===== config.mk =====
export PLATFORM = sky130hd
export DESIGN_NAME = rfil_regfile
export DESIGN_NICKNAME = d
export VERILOG_FILES = /design/src/rtl/rfil_pkg.sv /design/src/rtl/rfil_storage.sv /design/src/rtl/rfil_busy.sv /design/src/rtl/rfil_interlock.sv /design/src/rtl/rfil_regfile.sv
export SDC_FILE = /design/constraint.sdc
export NUM_CORES = 2
export LEC_CHECK = 0
export ABC_AREA = 0
export CAP_MARGIN = 20
export CORE_AREA = 2 2 259 453
export CTS_CLUSTER_SIZE = 24
export DETAILED_ROUTE_END_ITERATION = 7
export DIE_AREA = 0 0 261 455
export DONT_BUFFER_PORTS = 1
export HOLD_SLACK_MARGIN = 0.05
export PLACE_DENSITY = 0.65
export SLEW_MARGIN = 20
export SYNTH_ARGS = -nofsm -noshare
export SYNTH_HDL_FRONTEND = slang
export SYNTH_SLANG_ARGS = --single-unit

===== constraint.sdc =====
create_clock -name clk -period 7.1 [get_ports clk]
set_input_delay 2.13 -clock clk [delete_from_list [all_inputs] [get_ports clk]]
set_output_delay 2.13 -clock clk [all_outputs]
set_load 0.02 [all_outputs]

===== src/rtl/rfil_pkg.sv =====
`timescale 1ns/1ps
package rfil_pkg;

    // Encoding of the source count presented by decode
    typedef enum logic [1:0] {
        SRC_NONE = 2'd0,
        SRC_ONE  = 2'd1,
        SRC_TWO  = 2'd2,
        SRC_TWOX = 2'd3
    } src_cnt_e;

    // Hazard flags of one decode check
    typedef struct packed {
        logic raw1;
        logic raw2;
        logic waw;
    } hazard_t;

    localparam int unsigned RD_PORTS = 2;

endpackage


===== src/rtl/rfil_storage.sv =====
`timescale 1ns/1ps
module rfil_storage #(
    parameter int unsigned NREGS = 32,
    parameter int unsigned XLEN  = 32,
    parameter int unsigned IDXW  = $clog2(NREGS)
) (
    input  logic                               clk,
    input  logic                               rst_n,
    input  logic                               wr_en_i,
    input  logic [IDXW-1:0]                    wr_idx_i,
    input  logic [XLEN-1:0]                    wr_data_i,
    input  logic [rfil_pkg::RD_PORTS-1:0][IDXW-1:0] rd_idx_i,
    output logic [rfil_pkg::RD_PORTS-1:0][XLEN-1:0] rd_data_o
);

    typedef struct packed {
        logic [NREGS-1:0][XLEN-1:0] regs;
    } store_t;

    store_t st_d, st_q;
    logic   wr_live;

    // a write to register zero is dropped
    assign wr_live = wr_en_i && (wr_idx_i != '0);

    always_comb begin
        st_d = st_q;
        if (wr_live) begin
            st_d.regs[wr_idx_i] = wr_data_i;
        end
    end

    always_ff @(posedge clk) begin
        if (!rst_n) begin
            st_q <= '0;
        end else begin
            st_q <= st_d;
        end
    end

    // read ports with write-first bypass
    for (genvar p = 0; p < rfil_pkg::RD_PORTS; p++) begin : g_rd
        always_comb begin
            if (rd_idx_i[p] == '0) begin
                rd_data_o[p] = '0;
            end else if (wr_live && (wr_idx_i == rd_idx_i[p])) begin
                rd_data_o[p] = wr_data_i;
            end else begin
                rd_data_o[p] = st_q.regs[rd_idx_i[p]];
            end
        end


        zero_read_chk: assert property (@(posedge clk) disable iff (!rst_n)
            (rd_idx_i[p] == '0) |-> (rd_data_o[p] == '0));


        stored_read_chk: assert property (@(posedge clk) disable iff (!rst_n)
            (wr_live && (rd_idx_i[p] == wr_idx_i))
            |=> ((rd_idx_i[p] != $past(wr_idx_i)) || (wr_en_i && (wr_idx_i == rd_idx_i[p]))
                 || (rd_data_o[p] == $past(wr_data_i))));
    end

endmodule


===== src/rtl/rfil_busy.sv =====
`timescale 1ns/1ps
module rfil_busy #(
    parameter int unsigned NREGS = 32,
    parameter int unsigned IDXW  = $clog2(NREGS)
) (
    input  logic             clk,
    input  logic             rst_n,
    input  logic             clr_en_i,
    input  logic [IDXW-1:0]  clr_idx_i,
    input  logic             set_en_i,
    input  logic [IDXW-1:0]  set_idx_i,
    input  logic             flush_en_i,
    input  logic [NREGS-1:0] flush_mask_i,
    output logic [NREGS-1:0] busy_eff_o
);

    localparam logic [NREGS-1:0] ONE = {{(NREGS-1){1'b0}}, 1'b1};

    typedef struct packed {
        logic [NREGS-1:0] busy;
    } busy_st_t;

    busy_st_t st_d, st_q;
    logic [NREGS-1:0] clr_vec, set_vec, fl_vec;

    always_comb begin
        clr_vec = clr_en_i   ? (ONE << clr_idx_i) : '0;
        set_vec = (set_en_i && (set_idx_i != '0)) ? (ONE << set_idx_i) : '0;
        fl_vec  = flush_en_i ? flush_mask_i : '0;
    end

    // use bits as the hazard check sees them: write-back release applied
    assign busy_eff_o = st_q.busy & ~clr_vec;

    always_comb begin
        st_d      = st_q;
        st_d.busy = ((st_q.busy & ~clr_vec) & ~fl_vec) | set_vec;
        st_d.busy[0] = 1'b0;
    end

    always_ff @(posedge clk) begin
        if (!rst_n) begin
            st_q <= '0;
        end else begin
            st_q <= st_d;
        end
    end


    zero_never_busy_chk: assert property (@(posedge clk) disable iff (!rst_n)
        !st_q.busy[0]);


    set_marks_busy_chk: assert property (@(posedge clk) disable iff (!rst_n)
        (set_en_i && (set_idx_i != '0)) |=> st_q.busy[$past(set_idx_i)]);


    clear_frees_chk: assert property (@(posedge clk) disable iff (!rst_n)
        (clr_en_i && !(set_en_i && (set_idx_i == clr_idx_i))) |=> !st_q.busy[$past(clr_idx_i)]);


    flush_frees_chk: assert property (@(posedge clk) disable iff (!rst_n)
        (flush_en_i && !set_en_i) |=> ((st_q.busy & $past(flush_mask_i)) == '0));

endmodule


===== src/rtl/rfil_interlock.sv =====
`timescale 1ns/1ps
module rfil_interlock #(
    parameter int unsigned NREGS = 32,
    parameter int unsigned IDXW  = $clog2(NREGS)
) (
    input  logic             clk,
    input  logic             rst_n,
    input  logic             valid_i,
    input  logic [1:0]       src_cnt_i,
    input  logic [IDXW-1:0]  src1_idx_i,
    input  logic [IDXW-1:0]  src2_idx_i,
    input  logic             dst_wr_i,
    input  logic [IDXW-1:0]  dst_idx_i,
    input  logic             flush_i,
    input  logic [NREGS-1:0] busy_eff_i,
    output rfil_pkg::hazard_t haz_o,
    output logic             hold_o,
    output logic             issue_o,
    output logic             set_en_o,
    output logic [IDXW-1:0]  set_idx_o,
    output logic             use1_o,
    output logic             use2_o
);

    import rfil_pkg::*;

    src_cnt_e cnt;
    logic     dst_live;

    always_comb begin
        cnt      = src_cnt_e'(src_cnt_i);
        use1_o   = (cnt != SRC_NONE);
        use2_o   = (cnt == SRC_TWO) || (cnt == SRC_TWOX);
        dst_live = dst_wr_i && (dst_idx_i != '0);

        haz_o.raw1 = valid_i && use1_o && (src1_idx_i != '0) && busy_eff_i[src1_idx_i];
        haz_o.raw2 = valid_i && use2_o && (src2_idx_i != '0) && busy_eff_i[src2_idx_i];
        haz_o.waw  = valid_i && dst_live && busy_eff_i[dst_idx_i];

        hold_o    = haz_o.raw1 || haz_o.raw2 || haz_o.waw;
        issue_o   = valid_i && !hold_o && !flush_i;
        set_en_o  = issue_o && dst_live;
        set_idx_o = dst_idx_i;
    end


    issue_no_hold_chk: assert property (@(posedge clk) disable iff (!rst_n)
        !(issue_o && hold_o));


    flush_no_issue_chk: assert property (@(posedge clk) disable iff (!rst_n)
        flush_i |-> !issue_o);


    uncounted_src_chk: assert property (@(posedge clk) disable iff (!rst_n)
        (src_cnt_i == 2'd0) |-> !(haz_o.raw1 || haz_o.raw2));

endmodule


===== src/rtl/rfil_regfile.sv =====
`timescale 1ns/1ps
module rfil_regfile #(
    parameter int unsigned NREGS = 32,
    parameter int unsigned XLEN  = 32,
    parameter int unsigned IDXW  = $clog2(NREGS)
) (
    input  logic             clk,
    input  logic             rst_n,
    input  logic             issue_valid_i,
    input  logic [1:0]       src_cnt_i,
    input  logic [IDXW-1:0]  src1_idx_i,
    input  logic [IDXW-1:0]  src2_idx_i,
    input  logic             dst_wr_i,
    input  logic [IDXW-1:0]  dst_idx_i,
    input  logic             wb_valid_i,
    input  logic [IDXW-1:0]  wb_idx_i,
    input  logic [XLEN-1:0]  wb_data_i,
    input  logic             flush_i,
    input  logic [NREGS-1:0] flush_mask_i,
    output logic             issue_o,
    output logic             hold_o,
    output logic             held_o,
    output logic             raw1_o,
    output logic             raw2_o,
    output logic             waw_o,
    output logic [XLEN-1:0]  op1_o,
    output logic [XLEN-1:0]  op2_o
);

    import rfil_pkg::*;

    typedef struct packed {
        logic held;
    } top_st_t;

    top_st_t st_d, st_q;

    logic [NREGS-1:0]                  busy_eff;
    hazard_t                           haz;
    logic                              set_en;
    logic [IDXW-1:0]                   set_idx;
    logic                              use1, use2;
    logic [RD_PORTS-1:0][IDXW-1:0]     rd_idx;
    logic [RD_PORTS-1:0][XLEN-1:0]     rd_data;

    assign rd_idx[0] = src1_idx_i;
    assign rd_idx[1] = src2_idx_i;

    rfil_storage #(.NREGS(NREGS), .XLEN(XLEN), .IDXW(IDXW)) u_store (
        .clk       (clk),
        .rst_n     (rst_n),
        .wr_en_i   (wb_valid_i),
        .wr_idx_i  (wb_idx_i),
        .wr_data_i (wb_data_i),
        .rd_idx_i  (rd_idx),
        .rd_data_o (rd_data)
    );

    rfil_busy #(.NREGS(NREGS), .IDXW(IDXW)) u_busy (
        .clk          (clk),
        .rst_n        (rst_n),
        .clr_en_i     (wb_valid_i),
        .clr_idx_i    (wb_idx_i),
        .set_en_i     (set_en),
        .set_idx_i    (set_idx),
        .flush_en_i   (flush_i),
        .flush_mask_i (flush_mask_i),
        .busy_eff_o   (busy_eff)
    );

    rfil_interlock #(.NREGS(NREGS), .IDXW(IDXW)) u_lock (
        .clk        (clk),
        .rst_n      (rst_n),
        .valid_i    (issue_valid_i),
        .src_cnt_i  (src_cnt_i),
        .src1_idx_i (src1_idx_i),
        .src2_idx_i (src2_idx_i),
        .dst_wr_i   (dst_wr_i),
        .dst_idx_i  (dst_idx_i),
        .flush_i    (flush_i),
        .busy_eff_i (busy_eff),
        .haz_o      (haz),
        .hold_o     (hold_o),
        .issue_o    (issue_o),
        .set_en_o   (set_en),
        .set_idx_o  (set_idx),
        .use1_o     (use1),
        .use2_o     (use2)
    );

    // operands: sources beyond the count forward zero
    always_comb begin
        op1_o  = use1 ? rd_data[0] : '0;
        op2_o  = use2 ? rd_data[1] : '0;
        raw1_o = haz.raw1;
        raw2_o = haz.raw2;
        waw_o  = haz.waw;
    end

    // held decode state: set by an unflushed hold
    always_comb begin
        st_d      = st_q;
        st_d.held = hold_o && !flush_i;
    end

    always_ff @(posedge clk) begin
        if (!rst_n) begin
            st_q <= '0;
        end else begin
            st_q <= st_d;
        end
    end

    assign held_o = st_q.held;


    hold_then_held_chk: assert property (@(posedge clk) disable iff (!rst_n)
        (hold_o && !flush_i) |=> held_o);


    flush_drops_held_chk: assert property (@(posedge clk) disable iff (!rst_n)
        flush_i |=> !held_o);


    no_src_zero_chk: assert property (@(posedge clk) disable iff (!rst_n)
        (src_cnt_i == 2'd0) |-> ((op1_o == '0) && (op2_o == '0)));


    bypass_chk: assert property (@(posedge clk) disable iff (!rst_n)
        (wb_valid_i && (wb_idx_i != '0) && (src_cnt_i != 2'd0) && (src1_idx_i == wb_idx_i))
        |-> (op1_o == wb_data_i));

endmodule


==> impl_metrics.py <==
metrics = {
    "run_status": {
        "status": "finished with violations",
        "violations": "max-slew violations",
    },
    "synthesis": {
        "synth-edff-count": 0,
        "avgSynthCellArea_um2": 9.60,
        "synth_area_mm2": 0.0573,
        "ys_warn_count": 0,
        "ys_types": 77,
        "ys_seq_area_frac": 0.369,
        "synth_seq_cells": 1056,
        "synth_fp_nets": 6058,
        "synthFlopType": "dfxtp_1",
        "synth_async_sr_flop_share": 0,
        "syn_inst": 5966,
    },
    "route": {
        "vias": 46700,
        "drt_iter0_drc": 5917,
        "via_per_inst": 6.51,
        "ant_nets": 0,
        "wl_per_cell_um": 29.1,
        "drc_errors": 0,
        "drt_wl_total_um": 209000,
        "dr.pass1.iters": 6,
    },
    "critical_path": {
        "worst_path_most_repeated_cell": "buf_4",
        "cp_max_fo": 17,
        "start_kind": "primary input",
        "crit_buf_inv": 2,
        "slowest_stage": "o311ai_0",
        "worstPathRequired_ns": 4.97,
        "r2r-end": "u_busy.st_q[4]$_SDFF_PN0_",
        "critPathLaunch": "wb_idx_i[2]",
        "cpPeakStageDelay_ns": 0.62,
        "cp-end-kind": "primary output",
        "rr_worst_depth": 8,
        "crit_type": "in -> out",
        "reg2reg_from": "u_busy.st_q[2]$_SDFF_PN0_",
        "arrival_ns": 4.60,
        "ff2ff_setup_slack_ns": 4.55,
        "cp_top_family": "simple AND/OR/NAND/NOR gates",
        "crit_chain": "nand2b_1 -> buf_4 -> nor2_4 -> nor3b_1 -> o311ai_0 -> a22oi_1 -> nand2_4 -> nand3_2 -> nor3_1 -> buf_4",
    },
    "finish": {
        "stdcell_count": 7172,
        "finalNetCount": 5668,
        "fillers": 10200,
        "areaGrowthSynthToFinish_pct": 7.57,
        "layout-drive-gt1-share": 0.187,
    },
    "global_routing": {
        "track_usage": 0.349,
        "grt_pass1_vias": 46200,
        "gr-total-overflow": 0,
        "antenna_found_initial": 4,
        "grt_max_degree": 1057,
        "grt_pass1_wl_um": 302000,
    },
    "timing": {
        "fin_setup_tns_ns": 0,
        "setup_viol": 0,
        "finalCriticalPeriod_ns": 6.73,
        "clock_skew_ns": 0.00641,
        "max_freq_mhz": 149,
        "period_share": 0.947,
        "rsz0062_at_grt": "false",
        "worst_pin_slew_ns": 2.81,
        "whs_ns": 0.476,
        "final_max_slew_viol_count": 801,
        "finalHoldViolations": 0,
        "max_slew_margin": -0.872,
        "timing.final.ws_setup_ns": 0.374,
    },
    "cts": {
        "h-tree-depth": 3,
        "postCtsSetupBuffers": 0,
        "numCtsBuffers": 101,
        "cts.path.max_buffers": 3,
        "clock-sinks": 1056,
        "clk_latency_ns": 0.74,
        "cts_hold_buf": 0,
        "cts_resized": 0,
        "cts_root_buf": "clkbuf_16",
        "tritoncts": "yes",
        "path_clk_slew_ns": 0.07,
    },
    "place": {
        "dp_hpwl_um": 106000,
        "place_inst": 6976,
        "post-place-ws_ns": 0.549,
        "port_buffers": 0,
        "gp_congestion": 0.887,
    },
    "die": {
        "die_x_um": 261,
        "start_util": 0.497,
        "die_h_um": 455,
        "rows": 165,
        "core_area_mm2": 0.115,
        "dieArea_mm2": 0.119,
        "floorplan.io_pins": 162,
    },
    "power_and_ir_drop": {
        "totalPowerFinal_mw": 12.4,
        "leakagePower_nw": 19.4,
        "comb_power_share": 0.047,
        "irDropWorstVdd_mv": 0.184,
        "internal-power_mw": 9.59,
        "p_per_area_mw_per_mm2": 201,
        "seq_power_share": 0.484,
        "clkPwrFrac": 0.468,
        "switching_share": 0.225,
        "switching_power_mw": 2.79,
    },
    "min_path": {
        "worstHoldPathCells": 2,
        "holdPathEnd": "u_store.st_q[736]$_SDFFE_PN0P_",
        "holdCritPathClass": "reg -> reg",
        "min-delay-start": "u_store.st_q[736]$_SDFFE_PN0P_",
    },
    "run": {
        "maxCapViolCount": 0,
    },
}
-- per-layer routing --
metal / vias to the layer above / wire, µm / track usage
met4: 2 / 15800 / 0.228
met3: 775 / 19900 / 0.0624
met2: 2712 / 98700 / 0.572
met1: 23000 / 74100 / 0.421
li1: 20200 / - / -
met5: - / 17 / 0
-- power groups by stage --
stage                     clock network (mW)  logic, mW  registers, mW
after global placement                     0      0.545           6.12
after floorplan                            0      0.738           6.12
after detailed placement                   0      0.551           6.13
after CTS                               5.83      0.552           5.99
final                                   5.80      0.585           5.99
after global routing                    6.07      0.577           5.99
-- stage by stage --
step	util	area (µm²)
after floorplan	-	57300
after global placement	0.504	58100
final	0.535	61600
after global routing	0.535	61600
after CTS	0.535	61600
after detailed placement	0.504	58100
-- tightest hold or removal path: stages, from the launching register on --
cell,delay (ns)
dfxtp_1,0.32
nand2_1,0.05
a21boi_0,0.06
-- Yosys cell counts, types with 5 or more instances --
cell,count,area [µm²]
buf_4,31,233
inv_1,13,48.8
o21ai_1,12,60.1
a21boi_0,992,7450
mux2i_1,71,711
o41ai_1,5,43.8
o21ai_0,30,150
mux4_2,644,14500
a211oi_1,64,480
and2_1,33,206
clkbuf_1,510,1910
xor2_1,6,52.6
o221ai_1,9,78.8
nor4_1,5,31.3
nor2_1,109,409
dfxtp_1,1056,21100
xnor2_1,5,43.8
a21oi_1,5,25.0
o31ai_1,7,52.6
a31oi_1,8,50.1
o211ai_1,6,45.0
buf_1,60,225
o31ai_2,10,125
buf_2,45,225
nand3_1,13,65.1
nor2b_1,6,37.5
nand4_1,34,213
nor3_1,13,65.1
nand2_1,2086,7830
-- registers in the layout, indices dropped and copies added, names as in the netlist --
| register | cells |
|---|---|
| u_store.st_q | 1024 |
| u_busy.st_q | 31 |
| held_o | 1 |
-- placed cells by master, fill, tap and decap left out, types with 6 or more instances in the layout --
cell type	instances
clkinv_2	16
o21ai_0	30
o21ai_1	10
nand3_1	12
o31ai_1	7
o221ai_1	9
a31oi_1	8
nor2_1	83
clkbuf_1	26
dfxtp_1	1056
nand2_2	29
clkbuf_16	102
o211ai_1	6
nor2b_1	6
a211oi_1	64
inv_1	13
clkbuf_8	30
nor2_4	31
o31ai_2	10
nor3_1	13
xor2_1	6
nand4_1	34
and2_1	33
nand2_1	2055
mux4_2	644
bufinv_16	8
mux2i_1	71
buf_4	151
a21boi_0	992
-- worst max-delay path by stage --
stage / end / slack [ns] / cells after the start
after floorplan: op1_o[17] / 0.58 / 7
after global placement: issue_o / 0.56 / 10
after detailed placement: issue_o / 0.55 / 10
after CTS: issue_o / 0.52 / 10
after global routing: issue_o / 0.36 / 10
final: issue_o / 0.37 / 10
-- layout make-up --
| type | instances | area [µm²] | area share |
|---|---|---|---|
| multi-input cells | 4245 | 33800 | 0.548 |
| flip-flops and latches | 1056 | 21100 | 0.343 |
| clock buffers | 158 | 3060 | 0.0497 |
| well taps | 1503 | 1880 | 0.0305 |
| repair buffers | 156 | 1230 | 0.0200 |
| clock inverters | 33 | 443 | 0.00719 |
| inverters | 16 | 60.1 | 0.000975 |
| diodes | 5 | 12.5 | 0.000203 |
-- cells by family after synthesis --
group	synth area share
simple gates	0.162
compound gates	0.155
flops	0.369
mux	0.266
buf+inv	0.0470
xor+xnor	0.00168
No activity file was read; power rests on OpenSTA's default activity.
